===== config.mk =====
export PLATFORM = sky130hd
export DESIGN_NAME = rst_sequencer
export DESIGN_NICKNAME = d
export VERILOG_FILES = /design/src/rtl/rstseq_pkg.sv /design/src/rtl/rstseq_sync.sv /design/src/rtl/rstseq_width_qual.sv /design/src/rtl/rstseq_fsm.sv /design/src/rtl/rst_sequencer.sv
export SDC_FILE = /design/constraint.sdc
export NUM_CORES = 1
export LEC_CHECK = 0
export ABC_AREA = 1
export ABC_CLOCK_PERIOD_IN_PS = 1200
export BUFFER_PORTS_ARGS = -buffer_cell sky130_fd_sc_hd__buf_4
export CORE_MARGIN = 2
export CORE_UTILIZATION = 40
export CTS_CLUSTER_SIZE = 20
export DETAILED_ROUTE_END_ITERATION = 10
export GPL_TIMING_DRIVEN = 0
export SETUP_SLACK_MARGIN = 0.5
export SLEW_MARGIN = 20
export SYNTH_ARGS = -nofsm -noshare
export SYNTH_HDL_FRONTEND = slang
export SYNTH_SLANG_ARGS = --single-unit

===== constraint.sdc =====
create_clock -name ref_clk -period 1.2 [get_ports ref_clk]
set_input_delay 0.18 -clock ref_clk [delete_from_list [all_inputs] [get_ports ref_clk]]
set_output_delay 0.18 -clock ref_clk [all_outputs]
set_load 0.01 [all_outputs]

===== src/rtl/rstseq_pkg.sv =====
package rstseq_pkg;

    typedef enum logic [2:0] {
        S_OFF   = 3'd0,
        S_POR   = 3'd1,
        S_HOLD  = 3'd2,
        S_EXIT1 = 3'd3,
        S_EXIT2 = 3'd4,
        S_RUN   = 3'd5
    } seq_state_e;

endpackage


===== src/rtl/rstseq_sync.sv =====
module rstseq_sync #(
    parameter int unsigned STAGES  = 2,
    parameter logic        RST_VAL = 1'b0
) (
    input  logic clk,
    input  logic arst_n,
    input  logic d,
    output logic q
);
    logic [STAGES-1:0] chain_q;

    generate
        if (STAGES == 1) begin : g_single
            always_ff @(posedge clk or negedge arst_n) begin
                if (!arst_n) chain_q <= RST_VAL;
                else         chain_q <= d;
            end
        end else begin : g_multi
            always_ff @(posedge clk or negedge arst_n) begin
                if (!arst_n) chain_q <= {STAGES{RST_VAL}};
                else         chain_q <= {chain_q[STAGES-2:0], d};
            end
        end
    endgenerate

    assign q = chain_q[STAGES-1];
endmodule


===== src/rtl/rstseq_width_qual.sv =====
module rstseq_width_qual #(
    parameter int unsigned MIN_LOW_CYCLES = 5
) (
    input  logic clk,
    input  logic rst_n,
    input  logic watch_en,
    input  logic pin_s,
    output logic qual
);
    localparam int unsigned CW = $clog2(MIN_LOW_CYCLES + 1);
    localparam logic [CW-1:0] CNT_SAT  = CW'(MIN_LOW_CYCLES);
    localparam logic [CW-1:0] CNT_LAST = CW'(MIN_LOW_CYCLES - 1);

    logic [CW-1:0] low_cnt_d, low_cnt_q;

    always_comb begin
        low_cnt_d = low_cnt_q;
        if (!watch_en || pin_s) low_cnt_d = '0;
        else if (low_cnt_q != CNT_SAT) low_cnt_d = low_cnt_q + 1'b1;
    end

    always_ff @(posedge clk or negedge rst_n) begin
        if (!rst_n) low_cnt_q <= '0;
        else        low_cnt_q <= low_cnt_d;
    end

    assign qual = watch_en && !pin_s && (low_cnt_q == CNT_LAST);

    // a qualification needs the pin to have been low on the previous cycle as well
    p_qual_low_history_r4: assert property (@(posedge clk) disable iff (!rst_n)
        qual |-> (!pin_s && $past(!pin_s)));
endmodule


===== src/rtl/rstseq_fsm.sv =====
module rstseq_fsm
    import rstseq_pkg::*;
#(
    parameter int unsigned MGMT_CYCLES   = 16,
    parameter int unsigned POR_CYCLES    = 500,
    parameter int unsigned SETTLE_CYCLES = 1325000
) (
    input  logic clk,
    input  logic rst_n,
    input  logic pin_qual,
    input  logic pin_high,
    input  logic sw_wr,
    input  logic sw_wdata,
    output logic watch_en,
    output logic sw_bit,
    output logic load_defaults,
    output logic mgmt_ready,
    output logic clocks_valid,
    output logic reset_active
);
    localparam int unsigned MAX_A = (POR_CYCLES > MGMT_CYCLES) ? POR_CYCLES : MGMT_CYCLES;
    localparam int unsigned MAX_C = (MAX_A > SETTLE_CYCLES) ? MAX_A : SETTLE_CYCLES;
    localparam int unsigned CNT_W = $clog2(MAX_C + 1);
    localparam logic [CNT_W-1:0] POR_LAST    = CNT_W'(POR_CYCLES - 1);
    localparam logic [CNT_W-1:0] MGMT_LAST   = CNT_W'(MGMT_CYCLES - 1);
    localparam logic [CNT_W-1:0] SETTLE_LAST = CNT_W'(SETTLE_CYCLES - 1);

    typedef struct packed {
        seq_state_e       state;
        logic [CNT_W-1:0] cnt;
        logic             sw_bit;
        logic             load;
        logic             mgmt;
        logic             cvalid;
        logic             ractive;
    } seq_t;

    seq_t d, q;
    logic sw_req;

    always_comb begin
        d      = q;
        d.load = 1'b0;
        sw_req = sw_wr && sw_wdata && !q.sw_bit &&
                 (q.state == S_EXIT1 || q.state == S_EXIT2 || q.state == S_RUN);

        case (q.state)
            S_OFF: begin
                d.state = S_POR;
                d.cnt   = '0;
                d.load  = 1'b1;
            end
            S_POR: begin
                if (q.cnt == POR_LAST) begin
                    d.state = S_EXIT1;
                    d.cnt   = '0;
                end else begin
                    d.cnt = q.cnt + 1'b1;
                end
            end
            S_HOLD: begin
                if (pin_high) begin
                    d.state = S_EXIT1;
                    d.cnt   = '0;
                end
            end
            S_EXIT1: begin
                if (q.cnt == MGMT_LAST) begin
                    d.state = S_EXIT2;
                    d.cnt   = '0;
                    d.mgmt  = 1'b1;
                end else begin
                    d.cnt = q.cnt + 1'b1;
                end
            end
            S_EXIT2: begin
                if (q.cnt == SETTLE_LAST) begin
                    d.state   = S_RUN;
                    d.cnt     = '0;
                    d.cvalid  = 1'b1;
                    d.ractive = 1'b0;
                end else begin
                    d.cnt = q.cnt + 1'b1;
                end
            end
            default: ;
        endcase

        // pending software request: enter reset one cycle after the write
        if (q.sw_bit) begin
            d.state   = S_EXIT1;
            d.cnt     = '0;
            d.load    = 1'b1;
            d.mgmt    = 1'b0;
            d.cvalid  = 1'b0;
            d.ractive = 1'b1;
            d.sw_bit  = 1'b0;
        end
        if (sw_req) d.sw_bit = 1'b1;

        // a qualified pin low outranks everything else
        if (pin_qual) begin
            d.state   = S_HOLD;
            d.cnt     = '0;
            d.load    = 1'b1;
            d.mgmt    = 1'b0;
            d.cvalid  = 1'b0;
            d.ractive = 1'b1;
            d.sw_bit  = 1'b0;
        end
    end

    always_ff @(posedge clk or negedge rst_n) begin
        if (!rst_n) begin
            q.state   <= S_OFF;
            q.cnt     <= '0;
            q.sw_bit  <= 1'b0;
            q.load    <= 1'b0;
            q.mgmt    <= 1'b0;
            q.cvalid  <= 1'b0;
            q.ractive <= 1'b1;
        end else begin
            q <= d;
        end
    end

    assign watch_en      = (q.state != S_OFF) && (q.state != S_POR);
    assign sw_bit        = q.sw_bit;
    assign load_defaults = q.load;
    assign mgmt_ready    = q.mgmt;
    assign clocks_valid  = q.cvalid;
    assign reset_active  = q.ractive;

    // the default-load strobe lasts one cycle
    p_load_single_r10: assert property (@(posedge clk) disable iff (!rst_n)
        load_defaults |=> !load_defaults);
    // the strobe never coexists with either ready flag
    p_load_not_ready_r10: assert property (@(posedge clk) disable iff (!rst_n)
        load_defaults |-> (!mgmt_ready && !clocks_valid));
    // data clocks are never valid before the management port
    p_clk_after_mgmt_r6: assert property (@(posedge clk) disable iff (!rst_n)
        clocks_valid |-> mgmt_ready);
    // the clocks flag rises together with the end of the reset cycle
    p_clk_ends_reset_r6: assert property (@(posedge clk) disable iff (!rst_n)
        $rose(clocks_valid) |-> (!reset_active && $past(q.state) == S_EXIT2));
    // management readiness only appears at the end of the first exit stage
    p_mgmt_from_exit1_r5: assert property (@(posedge clk) disable iff (!rst_n)
        $rose(mgmt_ready) |-> ($past(q.state) == S_EXIT1));
    // the software bit clears itself after one cycle
    p_sw_selfclear_r7: assert property (@(posedge clk) disable iff (!rst_n)
        sw_bit |=> !sw_bit);
    // the power-on hold can only move on to the first exit stage
    p_por_no_pin_r3: assert property (@(posedge clk) disable iff (!rst_n)
        (q.state == S_POR) |=> (q.state == S_POR || q.state == S_EXIT1));
endmodule


===== src/rtl/rst_sequencer.sv =====
module rst_sequencer #(
    parameter int unsigned SYNC_STAGES    = 2,
    parameter int unsigned MIN_LOW_CYCLES = 5,
    parameter int unsigned MGMT_CYCLES    = 16,
    parameter int unsigned POR_CYCLES     = 500,
    parameter int unsigned SETTLE_CYCLES  = 1325000
) (
    input  logic ref_clk,
    input  logic pwr_good,
    input  logic ext_rst_n,
    input  logic sw_rst_wr,
    input  logic sw_rst_wdata,
    output logic sw_rst_rd,
    output logic load_defaults,
    output logic mgmt_ready,
    output logic clocks_valid,
    output logic reset_active
);
    logic por_rst_n;
    logic pin_s;
    logic watch_en;
    logic pin_qual;

    rstseq_sync #(.STAGES(SYNC_STAGES), .RST_VAL(1'b0)) u_por_sync (
        .clk    (ref_clk),
        .arst_n (pwr_good),
        .d      (1'b1),
        .q      (por_rst_n)
    );

    rstseq_sync #(.STAGES(SYNC_STAGES), .RST_VAL(1'b1)) u_pin_sync (
        .clk    (ref_clk),
        .arst_n (por_rst_n),
        .d      (ext_rst_n),
        .q      (pin_s)
    );

    rstseq_width_qual #(.MIN_LOW_CYCLES(MIN_LOW_CYCLES)) u_qual (
        .clk      (ref_clk),
        .rst_n    (por_rst_n),
        .watch_en (watch_en),
        .pin_s    (pin_s),
        .qual     (pin_qual)
    );

    rstseq_fsm #(
        .MGMT_CYCLES   (MGMT_CYCLES),
        .POR_CYCLES    (POR_CYCLES),
        .SETTLE_CYCLES (SETTLE_CYCLES)
    ) u_fsm (
        .clk           (ref_clk),
        .rst_n         (por_rst_n),
        .pin_qual      (pin_qual),
        .pin_high      (pin_s),
        .sw_wr         (sw_rst_wr),
        .sw_wdata      (sw_rst_wdata),
        .watch_en      (watch_en),
        .sw_bit        (sw_rst_rd),
        .load_defaults (load_defaults),
        .mgmt_ready    (mgmt_ready),
        .clocks_valid  (clocks_valid),
        .reset_active  (reset_active)
    );
endmodule


== Word-level counts from Yosys, hierarchy flattened ==
Index checks and enable logic that the tools add are counted.
Widths: inputs -> output; s select.

* Add/subtract/negate cells: 2
* Equality and inequality tests: 15
* Muxes and demuxes: 18
* Reduce and logical (&&, ||, !) cells: 24

{| class="wikitable"
|+ Operators with widths
! cell !! number
|-
| $pmux 24 s5 || 1
|-
| $mux 21 || 3
|-
| $mux 29 || 2
|-
| $mux 24 || 1
|-
| $add 21x1->21 const B || 1
|-
| $eq 21x21->1 const B || 1
|-
| $eq 21x4->1 const B || 1
|-
| $eq 21x9->1 const B || 1
|-
| $mux 3 || 5
|-
| $reduce_bool 3->1 || 5
|-
| $ne 4x3->1 const B || 3
|-
| $eq 3x3->1 const B || 3
|-
| $reduce_bool 7->1 || 1
|-
| $eq 3x2->1 const B || 2
|-
| $logic_and 1x1->1 || 6
|-
| $reduce_and 2->1 || 3
|-
| $reduce_and 5->1 || 1
|-
| $mux 1 || 4
|-
| $mux 2 || 2
|-
| $ne 4x2->1 const B || 1
|-
| $add 3x1->3 const B || 1
|-
| $eq 3x1->1 const B || 1
|-
| $logic_not 1->1 || 3
|-
| $logic_not 3->1 || 1
|-
| other kinds (4) || 6
|}

* Bits in registers: 36
* Input bits: 5
* Output and inout bits: 5

== Longest topological paths before layout ==
Gate-level depths: netlist of run 1.

* Depth in word-level cells: 6
* Depth in mapped cells: 12
* Gate-level depth less buffers: 11

== Hierarchy ==
Synthesis of run 1 repeated with hierarchy kept, for this count alone.

* Cells, all modules: 289
* Area, all modules: 2204.6 µm²

{| class="wikitable"
|+ By module, submodules not included
! module !! times used !! cells each !! area an instance (µm²)
|-
| rstseq_fsm || 1 || 254 || 1886.8
|-
| rstseq_width_qual || 1 || 30 || 211.5
|-
| rstseq_sync (u_pin_sync) || 1 || 2 || 52.6
|-
| rstseq_sync (u_por_sync) || 1 || 2 || 50.0
|-
| rst_sequencer || 1 || 1 || 3.8
|}

== Worst setup path before layout of run 1 ==
OpenSTA, ideal clock, no wires.

* Kind: register to register
* Start point: reg u_fsm.q[5] (netlist name)
* End point: reg u_fsm.q[28] (netlist name)
* Setup time: 117 ps
* Data arrival time: 1469 ps
* Required time: 1083 ps
* Slack: -386 ps
* Cell stages (with the launch flop): 11
* Buffers on the path: 0
* Period minus slack after synthesis: 1586 ps
* Path through: dfrtp_1 > ha_1 > nand3_1 > nor2_1 > nand3_1 > nand2_1 > nand3_2 > nand2_2 > nand2_1 > nand2_1 > nand2_1

* Longest elaborated chain between the ends: 3
* Elaborated cells between the ends (all ways): 7
* Those cells by class: eq/ne (6); reduce/logical (1)

{| class="wikitable"
|+ Ends and longest elaborated chain
! item !! RTL line !! source
|-
| start: declaration || rstseq_fsm.sv:38 || <nowiki>seq_t d, q;</nowiki>
|-
| $eq 21x4->1, or another cell as far along || rstseq_fsm.sv:68 || <nowiki>if (q.cnt == MGMT_LAST) begin</nowiki>
|-
| $ne 4x3->1 (no source line) / $ne 4x2->1 (equally long branches) || -- ||
|-
| $reduce_and 5->1 (no source line) * || -- ||
|}

Every way passes the cells marked *; elsewhere a longest branch is shown, timed or not.
A chain may end at the register's enable or synchronous reset.

== Worst setup path in the final report of run 1 ==
* Start point: reg u_fsm.q[22] (netlist name)
* End point: reg u_fsm.q[5] (netlist name)

* Longest elaborated chain between the ends: 5
* Elaborated cells between the ends (all ways): 9
* Those cells by class: eq/ne (3); mux (6)

{| class="wikitable"
|+ Ends and longest elaborated chain
! item !! RTL line !! source
|-
| $eq 21x21->1, or another cell as far along || rstseq_fsm.sv:77 || <nowiki>if (q.cnt == SETTLE_LAST) begin</nowiki>
|-
| $mux 21, on equally long branches || rstseq_fsm.sv:77, rstseq_fsm.sv:54, rstseq_fsm.sv:68 ||
|-
| $pmux 24 s5 * || rstseq_fsm.sv:47 || <nowiki>case (q.state)</nowiki>
|-
| $mux 29 * || rstseq_fsm.sv:90 || <nowiki>if (q.sw_bit) begin</nowiki>
|-
| $mux 29 * || rstseq_fsm.sv:102 || <nowiki>if (pin_qual) begin</nowiki>
|}

Marks and branches as above.

==> flow_summary.toml, run 1 <==
[outcome]
outcome = "finished, violations left"
violations = "negative setup slack"

[power_and_ir_drop]
p_sw_frac = 0.417
seqPwrFrac = 0.239
power_density_mw_per_mm2 = 1590
p_clk_frac = 0.171
power_leakage_nw = 1.90
p_int_mw = 3.77
ir_worst_vdd_v = 0.00131
finalPower_mw = 6.47
p_switching_mw = 2.70
power_frac_comb = 0.590

[layout]
drive_gt1_frac = 0.492
antenna_cells = 0
fillerInstances = 446
fin_nets = 458
area_growth_pct = 65.0
post_layout_nonfiller_instances = 524

[critical_path]
path_cells = "nor2_2 > inv_2 > nor2_4 > nand3_2 > nand2_2 > nand3_4 > nand2_8 > buf_8 > mux2i_1"
r2r_start = "u_fsm.q[22]"
end_kind = "register"
ff2ff_path_depth = 9
crit_slowest_cell = "dfrtp_1"
r2r_slack_ns = -0.47
path_class = "reg -> reg"
crit_fanout = 5
startpoint_type = "register"
slowest_delay_ns = 0.43
cp.required_ns = 1.39
timing.rr.end = "u_fsm.q[5]"
arrival_ns = 1.86

[synth]
async_flop_share = 1.00
synthCells = 361
yosys_register_bits = 36
syn_avg_cell_area_sq_um = 6.81
synthDistinctLibCells = 34
syn-num-nets = 371
synth_commonest_cells = "107 x nand2_1, 54 x nand3_1, 41 x nor2_1"
yosys.area.top_type = "dfrtp_1"
synth.cell_area_sq_mm = 0.00246
yosys_warnings = 0
ys.flop_type = "dfrtp_1"
synth.most_common_cell = "nand2_1"
synth_edf_count = 0
synth_top_cells_by_area = "dfrtp_1 34%, nand2_1 16%, nand3_1 11%"
synth_seq_area_share = 0.368
yosysTopAreaCellShare = 0.336

[clocking]
numCtsBuffers = 5
cts_tree = "yes"
clk_latency_ns = 0.30
root_buffer = "clkbuf_8"
cts_num_sinks = 36
clk_pin_slew_worst_paths_ns = 0.08
clock_path_buffers = 2
htree_levels = 2

[grt]
grt_pass1_wl_mm = 12.2
antenna_found_initial = 0
grt.total_usage = 0.240
grt_pass1_vias = 2554
grt_max_degree = 35
grt_overflow_total = 0

[floorplanning]
num_io_pins = 10
die_area_sq_mm = 0.00679
die_w_microns = 82.4
dieHeight_microns = 82.4
row_count = 28
fp.coreArea_sq_mm = 0.00592
start_util = 0.415

[drt]
drtPass1Iterations = 5
drtAntennaViolNets = 0
drc = 0
via_count = 2846
wl_per_cell_microns = 16.4
via_per_inst = 5.43
dr.first_iter.drc_count = 248
routed_wl_mm = 8.58

[place]
gp_congestion = 0.924
dpl.hpwl_mm = 4.72
placedCellCount = 445
numPortBuffers = 9

[job]
max-cap-violations = 0

[timing]
fin_crit_sh = 1.39
skew_ns = 0.00979
whs_ns = 0.176
drv_slew = 0
hold_viol_final = 0
max_freq_mhz = 597
rsz0062_at_grt = "true"
min_period_ns = 1.67
final-setup-viol-count = 29
fin_ws_ns = -0.474

[min_path]
min_path_cells = 3
worstHoldPathType = "in -> reg"
worstHoldStart = "sw_rst_wdata"
worstHoldEndpoint = "u_fsm.sw_bit"
power by group through the flow:
stage	sequential, mW	combinational, mW	clock, mW
floorplan	1.52	1.38	0
detailed placement	1.55	1.84	0
CTS	1.55	3.04	1.13
global route	1.57	4.05	1.19
finish	1.55	3.82	1.11
global placement	1.54	1.85	0
flip-flops by register name, summed over array words and instances (netlist names):
name / cells
u_fsm.mgmt_ready: 1
u_fsm.sw_bit: 1
u_pin_sync.chain_q: 2
u_fsm.q: 24
u_qual.low_cnt_q: 3
u_fsm.clocks_valid: 1
u_fsm.load_defaults: 1
u_por_sync.chain_q: 2
u_fsm.reset_active: 1
stage by stage:
step / worst slack, ns / TNS [ns] / utilization / area, sq um
floorplan: -0.270 / -4.87 / - / 2540
global placement: -0.607 / -12.07 / 0.457 / 2700
detailed placement: -0.615 / -12.46 / 0.457 / 2700
CTS: -0.392 / -8.61 / 0.599 / 3550
global route: -0.541 / -12.95 / 0.685 / 4060
finish: -0.474 / -11.21 / 0.685 / 4060
cells by family (layout without fill, tap and decap cells):
kind of cell / count (synthesis) / in the layout / synth area share
flip-flops: 36 / 36 / 0.368
buffers and inverters: 53 / 141 / 0.0926
AND/OR/NAND/NOR: 231 / 231 / 0.419
other: 1 / 1 / 0.00153
AO/OA/AOI/OAI: 29 / 29 / 0.0712
XOR/XNOR: 5 / 5 / 0.0178
multiplexers: 1 / 1 / 0.00407
adder cells (fa/ha/maj): 5 / 5 / 0.0254
worst max-delay path, delay by kind of cell (launching register included):
kind,cells,cell delay [ns]
buf+inv,2,0.21
flops,1,0.43
mux,1,0.07
simple gates,6,0.86
routing by layer:
layer	vias up	share of wire	wire length, microns	global-route usage
li1	1345	-	-	-
met1	1399	0.43	3660	0.305
met2	79	0.51	4340	0.420
met3	23	0.039	334	0.0337
met4	0	0.028	243	0.0717
met5	-	0	0	0
layout make-up:
type                            count  area [sq um]  share of cell area
Multi-Input combinational cell    272          1810               0.447
Sequential cell                    36           920               0.227
Timing Repair Buffer               79           807               0.199
Inverter                           44           185              0.0457
Buffer                              9           116              0.0287
Tap cell                           75          93.8              0.0231
Clock buffer                        5          68.8              0.0170
Clock inverter                      3          42.5              0.0105
Timing Repair inverter              1          8.76             0.00216
timing repair:
action | 4_1_cts | 5_1_grt
hold endpoints to repair | 3 | 0
setup endpoints to repair | 71 | 71
setup buffers | 44 | 20
hold buffers | 2 | 0
pin swaps | 32 | 44
gates cloned | 2 | 3
resized for setup | 100 | 74
cells in the final DEF (no fill, tap or decap), drive strengths merged, types with 2 or more instances in the layout:
cell type and n:
o211ai 3, o21bai 2, inv 45, nor3 8, o21ai 12, nor4 3, nand4 8, a21oi 9
nor2 45, nand3 55, dlygate4sd3 2, buf 84, nand2 111, clkbuf 7, ha 5, dfstp 3
xor2 4, a31oi 2, dfrtp 33
worst max path at each step:
| stage | startpoint | to | slack [ns] |
|---|---|---|---|
| floorplan | u_pin_sync.chain_q[1] | u_fsm.q[22] | -0.27 |
| global placement | u_fsm.q[21] | u_fsm.q[28] | -0.61 |
| detailed placement | u_fsm.q[21] | u_fsm.q[28] | -0.62 |
| CTS | u_fsm.q[9] | u_fsm.q[7] | -0.39 |
| global route | u_fsm.q[5] | u_fsm.q[7] | -0.54 |
| finish | u_fsm.q[22] | u_fsm.q[5] | -0.47 |
No activity file was read; power rests on OpenSTA's default activity.
==> run 2: changes to the inputs <==
SLEW_MARGIN = 0   (was 20)
SYNTH_HIERARCHICAL = 1   (was not set)
==> flow_summary.toml, run 2 <==
[outcome]
outcome = "finished, violations left"
violations = "negative setup slack"

[layout]
final_cell_mix = "60 x nand2_1, 38 x nor2_1, 28 x dfrtp_1"
fillerInstances = 504
reg_top3 = "u_fsm/q x24, u_qual/low_cnt_q x3"
fin_nets = 343
drive_gt1_frac = 0.341
antenna_cells = 0
multi_input_comb_area_sq_mm = 0.00127
area_growth_pct = 33.6
layout_commonest_cell = "nand2_1"
post_layout_nonfiller_instances = 406
largest_reg_flops = 24
largest_register = "u_fsm/q"
regArea_sq_um = 913

[critical_path]
cp-endpoint = "u_fsm/q[7]"
timing.rr.end = "u_fsm/q[7]"
arrival_ns = 2.21
startpoint_type = "register"
crit_fanout = 6
r2r_slack_ns = -0.83
ff2ff_path_depth = 16
cp-startpoint = "u_fsm/q[27]"
r2r_start = "u_fsm/q[27]"
end_kind = "register"
path_class = "reg -> reg"
cp.required_ns = 1.38

[floorplanning]
die_w_microns = 78.2
row_count = 27
start_util = 0.408
fp.coreArea_sq_mm = 0.00541
die_area_sq_mm = 0.00612
dieHeight_microns = 78.2
num_io_pins = 10

[clocking]
cts_tree = "yes"
clk_latency_ns = 0.29
clk_pin_slew_worst_paths_ns = 0.07
root_buffer = "clkbuf_8"
clock_path_buffers = 2
numCtsBuffers = 5
cts_num_sinks = 36
htree_levels = 2

[grt]
grt_pass1_wl_mm = 9.18
grt_max_degree = 35
grt_pass1_vias = 1959
grt_overflow_total = 0
antenna_found_initial = 0
grt.total_usage = 0.196

[synth]
ys.flop_type = "dfrtp_1"
synth_top_family_by_area = "simple AND/OR/NAND/NOR gates"
synth_seq_area_share = 0.410
muxShareOfSynthArea = 0.00454
synth_simple_gate_area_share = 0.345
synth_commonest_cells = "70 x nand2_1, 44 x nor2_1, 33 x dfrtp_1"
synth_edf_count = 0
yosys_warnings = 6
synth_top_cells_by_area = "dfrtp_1 37%, nand2_1 12%, nor2_1 7.5%"
synth-adder-area-share = 0.0284
syn_avg_cell_area_sq_um = 7.63
synth_compound_area_frac = 0.0795
synthDistinctLibCells = 35
synthCells = 289
yosysTopAreaCellShare = 0.375
yosys_register_bits = 36
async_flop_share = 1.00
synth.most_common_cell = "nand2_1"
synth.cell_area_sq_mm = 0.00220
yosys.area.top_type = "dfrtp_1"
syn-num-nets = 299
synthXorXnorAreaFrac = 0.0477

[drt]
wl_per_cell_microns = 14.0
drc = 0
routed_wl_mm = 5.70
dr.first_iter.drc_count = 177
via_per_inst = 5.01
drtPass1Iterations = 5
via_count = 2035
drtAntennaViolNets = 0

[timing]
rsz0062_at_grt = "true"
final-setup-viol-count = 33
max_freq_mhz = 492
fin_crit_sh = 1.69
hold_viol_final = 0
skew_ns = 0.00512
fin_ws_ns = -0.833
tns_ns = -20.27
drv_slew = 0
min_period_ns = 2.03

[power_and_ir_drop]
ir_worst_vdd_v = 0.00171
power_leakage_nw = 1.34
power_density_mw_per_mm2 = 1880
finalPower_mw = 5.52

[place]
gp_congestion = 0.884
dpl.hpwl_mm = 3.60
placedCellCount = 370
numPortBuffers = 9
pre_cts_slack_ns = -1.11

[job]
max-cap-violations = 0

[min_path]
worstHoldPathType = "in -> async"
## run 2: changes by cell type after synthesis, sizes merged, moves of 6 or more
cell,before,now
nor2,45,53
nand3,55,24
nand2,111,77
o21ai,12,4
inv,44,34
a21oi,9,15
## run 2: kinds of logic (layout without fill, tap and decap cells)
group	count (synthesis)	in the layout
muxes	1	1
AOI/OAI and AO/OA	28	28
buffers and inverters	40	84
adders and majority gates	5	5
DFF	36	36
xor gates and xnor gates	12	12
other	1	1
and+or+nand+nor	166	167
## run 2: per-stage QoR
step,util,area [sq um],hold WS [ns]
3_3_place_gp,0.444,2400,-0.0382
2_1_floorplan,-,2240,-0.116
4_1_cts,0.509,2750,0.192
5_1_grt,0.545,2950,0.226
3_5_place_dp,0.444,2400,-0.0352
6_report,0.545,2950,0.222
## run 2: worst min-delay path by stage
| stage | to | slack (ns) | depth (start not counted) |
|---|---|---|---|
| 2_1_floorplan | u_por_sync/chain_q[0] | -0.12 | 0 |
| 3_3_place_gp | u_por_sync/chain_q[0] | -0.04 | 1 |
| 3_5_place_dp | u_por_sync/chain_q[0] | -0.04 | 1 |
| 4_1_cts | u_por_sync/chain_q[1] | 0.19 | 2 |
| 5_1_grt | u_por_sync/chain_q[1] | 0.23 | 2 |
| 6_report | u_por_sync/chain_q[0] | 0.22 | 2 |
## run 2: cell type report
cell class / instances / area share
Clock inverter: 2 / 0.0119
Timing Repair Buffer: 36 / 0.126
Tap cell: 72 / 0.0306
Multi-Input combinational cell: 214 / 0.430
Buffer: 5 / 0.0191
Inverter: 35 / 0.0480
Sequential cell: 36 / 0.310
Clock buffer: 6 / 0.0246
## run 2: critical path: stages (launching register included)
cell and delay (ns):
dfrtp_2 0.45, nor3_4 0.20, inv_1 0.07, nand2_1 0.06
inv_1 0.03, inv_1 0.05, nor2_2 0.04, inv_2 0.06
nor2_4 0.04, inv_2 0.07, nand2_4 0.07, inv_6 0.09
nand3_4 0.18, buf_8 0.22, nand2_2 0.06, xor2_1 0.18
a21oi_2 0.04
## run 2: timing repair
| item | CTS | global route |
|---|---|---|
| cloned | 2 | 0 |
| setup endpoints to repair | 71 | 66 |
| pin swaps | 7 | 8 |
| hold buffers | 2 | 0 |
| gates resized for setup | 30 | 21 |
| buffers inserted | 13 | 11 |
| hold endpoints to repair | 3 | 0 |
## run 2: layer usage
layer  share of wire  global-route usage  vias up
met5               0                   0        -
met1            0.44               0.253      945
met3           0.058              0.0356       14
met2            0.48               0.315       69
li1                -                   -     1007
met4           0.026              0.0982        0
## run 2: report_power, final
part | switching, mW | internal [mW] | total (mW)
registers | 0.176 | 1.39 | 1.56
logic | 1.68 | 1.21 | 2.89
clock network | 0.450 | 0.617 | 1.07
total | 2.31 | 3.22 | 5.52
